## src/rtl/blanked_guard_pkg.sv

```systemverilog
package blanked_guard_pkg;
  localparam int unsigned BLANK_W_DEF = 6;

  // Saturating increment toward a limit
  function automatic logic [BLANK_W_DEF-1:0] sat_step(
    input logic [BLANK_W_DEF-1:0] v,
    input logic [BLANK_W_DEF-1:0] lim
  );
    return (v == lim) ? v : v + 1'b1;
  endfunction
endpackage

```

## src/rtl/blank_window.sv

```systemverilog
module blank_window
  import blanked_guard_pkg::*;
#(
  parameter int unsigned W = BLANK_W_DEF
) (
  input  logic         clk,
  input  logic         rst,
  input  logic         enable,
  input  logic         blank_en,
  input  logic [W-1:0] cfg_len,
  input  logic         on_phase,
  output logic         phase_on,
  output logic         masking
);
  logic [W-1:0] len_q;
  logic [W-1:0] cnt_q;
  logic         ph_q;

  always_ff @(posedge clk) begin
    if (rst) begin
      len_q <= cfg_len;
      cnt_q <= '0;
      ph_q  <= 1'b0;
    end else if (!enable) begin
      cnt_q <= '0;
      ph_q  <= 1'b0;
    end else begin
      ph_q <= on_phase;
      if (!on_phase || !ph_q) cnt_q <= '0;
      else                    cnt_q <= sat_step(cnt_q, len_q);
    end
  end

  assign phase_on = ph_q;
  assign masking  = blank_en && ph_q && (cnt_q != len_q);

  // dead time keeps the timer cleared
  assert_dead_clear_R2: assert property (@(posedge clk) disable iff (rst)
    !ph_q |-> (cnt_q == '0 && !masking));

  // blanking is active on the first on-phase clock when enabled
  assert_blank_start_R3: assert property (@(posedge clk) disable iff (rst)
    (ph_q && !$past(ph_q) && blank_en && len_q != '0) |-> masking);
endmodule

```

## src/rtl/trip_judge.sv

```systemverilog
module trip_judge (
  input  logic clk,
  input  logic rst,
  input  logic enable,
  input  logic on_phase,
  input  logic phase_on,
  input  logic masking,
  input  logic trip_cl,
  input  logic trip_oc,
  input  logic fault_ack,
  output logic term_pulse,
  output logic fault_req
);
  logic open_win;
  logic cl_hit;
  logic oc_hit;
  logic ended_q;
  logic term_q;
  logic fault_q;

  always_comb begin
    open_win = enable && phase_on && !masking;
    cl_hit   = open_win && trip_cl && !ended_q;
    oc_hit   = open_win && trip_oc;
  end

  always_ff @(posedge clk) begin
    if (rst || !enable) begin
      ended_q <= 1'b0;
      term_q  <= 1'b0;
      fault_q <= 1'b0;
    end else begin
      term_q <= cl_hit;
      if (!on_phase) ended_q <= 1'b0;
      else if (cl_hit) ended_q <= 1'b1;
      if (oc_hit)         fault_q <= 1'b1;
      else if (fault_ack) fault_q <= 1'b0;
    end
  end

  assign term_pulse = term_q;
  assign fault_req  = fault_q;

  // the strobe never lasts beyond one clock
  assert_one_strobe_R5: assert property (@(posedge clk) disable iff (rst)
    term_q |=> !term_q);

  // a masked current-limit trip does not end the pulse
  assert_masked_trip_R4: assert property (@(posedge clk) disable iff (rst)
    (masking && !ended_q) |=> !term_q);

  // request held until acknowledged
  assert_fault_hold_R6: assert property (@(posedge clk) disable iff (rst)
    (fault_q && !fault_ack && enable) |=> fault_q);

  // disabled block stays quiet
  assert_disabled_quiet_R8: assert property (@(posedge clk) disable iff (rst)
    !enable |=> (!term_q && !fault_q));
endmodule

```

## src/rtl/blanked_trip_guard.sv

```systemverilog
module blanked_trip_guard
  import blanked_guard_pkg::*;
#(
  parameter int unsigned BLANK_W = BLANK_W_DEF
) (
  input  logic               clk,
  input  logic               rst,
  input  logic               enable,
  input  logic               blank_en,
  input  logic [BLANK_W-1:0] cfg_blank_len,
  input  logic               on_phase,
  input  logic               trip_cl,
  input  logic               trip_oc,
  input  logic               fault_ack,
  output logic               term_pulse,
  output logic               fault_req,
  output logic               blank_active
);
  logic phase_on;
  logic masking;

  blank_window #(.W(BLANK_W)) u_window (
    .clk      (clk),
    .rst      (rst),
    .enable   (enable),
    .blank_en (blank_en),
    .cfg_len  (cfg_blank_len),
    .on_phase (on_phase),
    .phase_on (phase_on),
    .masking  (masking)
  );

  trip_judge u_judge (
    .clk        (clk),
    .rst        (rst),
    .enable     (enable),
    .on_phase   (on_phase),
    .phase_on   (phase_on),
    .masking    (masking),
    .trip_cl    (trip_cl),
    .trip_oc    (trip_oc),
    .fault_ack  (fault_ack),
    .term_pulse (term_pulse),
    .fault_req  (fault_req)
  );

  assign blank_active = masking;

  // outputs low right after reset
  assert_reset_quiet_R1: assert property (@(posedge clk)
    $past(rst) |-> (!term_pulse && !fault_req && !blank_active));
endmodule

```

## config.mk

```make
export PLATFORM = sky130hd
export DESIGN_NAME = blanked_trip_guard
export DESIGN_NICKNAME = d
export VERILOG_FILES = /design/src/rtl/blanked_guard_pkg.sv /design/src/rtl/blank_window.sv /design/src/rtl/trip_judge.sv /design/src/rtl/blanked_trip_guard.sv
export SDC_FILE = /design/constraint.sdc
export NUM_CORES = 1
export LEC_CHECK = 0
export BUFFER_PORTS_ARGS = -buffer_cell sky130_fd_sc_hd__buf_2
export CAP_MARGIN = 10
export CORE_ASPECT_RATIO = 0.7
export CORE_MARGIN = 1.5
export CORE_UTILIZATION = 35
export CTS_BUF_LIST = sky130_fd_sc_hd__clkbuf_8
export CTS_CLUSTER_DIAMETER = 30
export CTS_CLUSTER_SIZE = 40
export DETAILED_ROUTE_END_ITERATION = 16
export GPL_ROUTABILITY_DRIVEN = 0
export GPL_TIMING_DRIVEN = 0
export PLACE_DENSITY = 0.61
export SLEW_MARGIN = 10
export SYNTH_ARGS = -nofsm -noshare
export SYNTH_HDL_FRONTEND = slang
export SYNTH_SLANG_ARGS = --single-unit
```

## constraint.sdc

```tcl
create_clock -name clk -period 5.4 [get_ports clk]
set_clock_uncertainty 0.2 [all_clocks]
set_input_delay 1.62 -clock clk [delete_from_list [all_inputs] [get_ports clk]]
set_output_delay 1.62 -clock clk [all_outputs]
set_load 0.02 [all_outputs]
```

==> out/qor.yml <==
critical_path:
  worst_r2r_path_depth: 4
  worstReg2RegEnd: "u_judge.term_pulse"
  required_ps: 3580
  end_kind: "primary output"
  critPathLaunch: "blank_en"
  worstPathMaxFanout: 4
  path_class: "input pin to primary output"
  r2r-start: "u_window.cnt_q[2]"
  r2r_slack_ps: 3460
  start_kind: "input pin"
  crit_arrival_ps: 2060
synthesis:
  syn_area_per_cell_um2: 10.6
  synth-seq-cells: 16
  synth_nets: 90
  ys_warn_count: 0
  synth_area_um2: 797
  ys_types: 30
  seq_area_frac_synth_pct: 47.7
  syn_inst: 75
global_route:
  antenna_found_initial: 0
  grt_pass1_vias: 544
  grt_usage_pct: 14.2
  grt-ovfl-total: 0
  grt_max_degree: 11
  grt_pass1_wl_um: 2500
detailed_routing:
  drc: 0
  vias: 657
  firstDrtPassIters: 4
  vias_per_cell: 5.17
  wl_met1_um: 725
  wl_met3_um: 95
  first_iter_violations: 14
  postRouteAntennaNets: 0
  top_layer: "met4"
  routed_wl_um: 1570
  wl_met2_um: 716
  drt-wirelength-per-cell_um: 12.4
clock_network:
  clk_latency_ps: 260
  max-clock-path-buffers: 2
  post-cts-setup-buffers: 0
  hold_buffers: 0
  post_cts_resized: 0
  cts_tree: "built"
  cts.sinks: 16
  clock-root-buffer: "clkbuf_8"
  htreeDepth: 1
  path_clk_slew_ps: 60
  cts_buffers: 3
power_and_ir_drop:
  peakVddDrop_uv: 163
  pwr-share-comb_pct: 7.8
  switchingPower_mw: 0.0581
  cell_internal_pwr_mw: 0.202
  p_sw_share_pct: 22.3
  powerDensity_mw_per_mm2: 268
  leakage_nw: 0.380
  p_seq_share_pct: 50.6
  clkPwrFrac_pct: 41.6
die:
  std_cell_rows: 14
  io_pins: 17
  die_area_mm2: 0.00258
  die_w_um: 60.0
  die_y_um: 42.9
  coreArea_mm2: 0.00215
  start_util_pct: 37.0
sta:
  finalCriticalPeriod_ps: 3880
  fin_setup_tns_ps: 0
  timing.fmax_mhz: 258
  rsz0062_at_grt: "false"
  slew_viol_final: 0
  holdWs_ps: 270
  setup_viol: 0
  worst_slew_pin_slew_ps: 556
  setup_ws_ps: 1520
  relSlewSlack_pct: 62.6
  fin_crit_sh_pct: 71.8
  hold_viol: 0
run:
  cap_violations: 0
run_status:
  status: "complete, no violations"
hold_path:
  whs_path_depth: 1
  hp-class: "flop to flop"
  hold_path_end: "u_judge.term_pulse"
  hp-start: "u_judge.ended_q"
final_layout:
  layout_commonest_cell: "buf_2"
  area_growth_pct: 22.0
  nets: 111
  layout_common_cells: "16 x buf_2, 10 x nand3_1, 10 x dfxtp_1"
  antenna_cells: 0
  final_layout_size_suffix_gt1_share_pct: 26.3
placement:
  portBuffers: 16
  post-place-ws_ps: 1520
  dp_hpwl_um: 1130
[how the worst max path moves through the flow]
| stage | depth (start not counted) | to |
|---|---|---|
| 2_1_floorplan | 1 | blank_active |
| 3_3_place_gp | 3 | blank_active |
| 3_5_place_dp | 3 | blank_active |
| 4_1_cts | 3 | blank_active |
| 5_1_grt | 3 | blank_active |
| 6_report | 3 | blank_active |
[logic make-up (layout without fill, tap and decap cells)]
group	count (synthesis)	after routing	synth area share, %
compound gates	13	13	12.7
xor+xnor	6	6	6.59
fa+ha+maj	1	1	1.57
buf+inv	2	22	0.941
flops	16	16	47.7
simple gates	37	37	30.5
[per-layer routing]
| layer | vias up | GRT usage (%) |
|---|---|---|
| met5 | - | 0 |
| met4 | 0 | 8.00 |
| met3 | 5 | 5.49 |
| met2 | 25 | 20.7 |
| met1 | 294 | 17.8 |
| li1 | 333 | - |
[power groups by stage]
stage / registers, mW / logic, mW / clock network (mW)
6_report: 0.132 / 0.0203 / 0.108
2_1_floorplan: 0.134 / 0.0105 / 0
3_5_place_dp: 0.134 / 0.0202 / 0
5_1_grt: 0.132 / 0.0220 / 0.115
4_1_cts: 0.132 / 0.0203 / 0.112
3_3_place_gp: 0.134 / 0.0192 / 0
[worst max-delay path: stages]
cell and delay, ps:
buf_2 130, and3_1 160, buf_2 150
[through the flow]
stage | power, mW | area, um2 | util [%] | std cells
floorplan | 0.145 | 797 | - | 75
global placement | 0.154 | 917 | 42.6 | 123
detailed placement | 0.155 | 917 | 42.6 | 123
CTS | 0.264 | 972 | 45.1 | 127
global route | 0.269 | 972 | 45.1 | 127
finish | 0.260 | 972 | 45.1 | 127
[state kept, by name, summed over array words and instances, names as in the netlist]
signal and count:
u_judge.fault_req 1, u_window.len_q 6, u_window.cnt_q 6, u_window.phase_on 1, u_judge.ended_q 1, u_judge.term_pulse 1
[layout make-up]
class                      count  area [um2]
inverter                       1        3.75
clock buffer                   4        55.1
tap                           32        40.0
timing repair buffer          16        80.1
fill                         213        1180
buffer                         1        3.75
sequential                    16         380
multi-input combinational     57         409
[synth_stat cells, drive strengths merged]
library cell	number	area [um2]
dfxtp	10	200
nand3	10	50.1
edfxtp	6	180
o21ai	6	30.0
xor2	6	52.6
nand4	5	31.3
nand2	4	22.5
a21oi	2	10.0
and3	2	12.5
and4b	2	20.0
nand3b	2	15.0
nand4b	2	17.5
nor2	2	10.0
nor3	2	10.0
o211ai	2	15.0
or2	2	12.5
a2111o	1	11.3
a2111oi	1	27.5
a211oi	1	7.51
and2	1	6.26
buf	1	3.75
ha	1	12.5
inv	1	3.75
nor2b	1	6.26
nor4	1	21.3
or4	1	7.51
(Power assumes the default switching activity.)
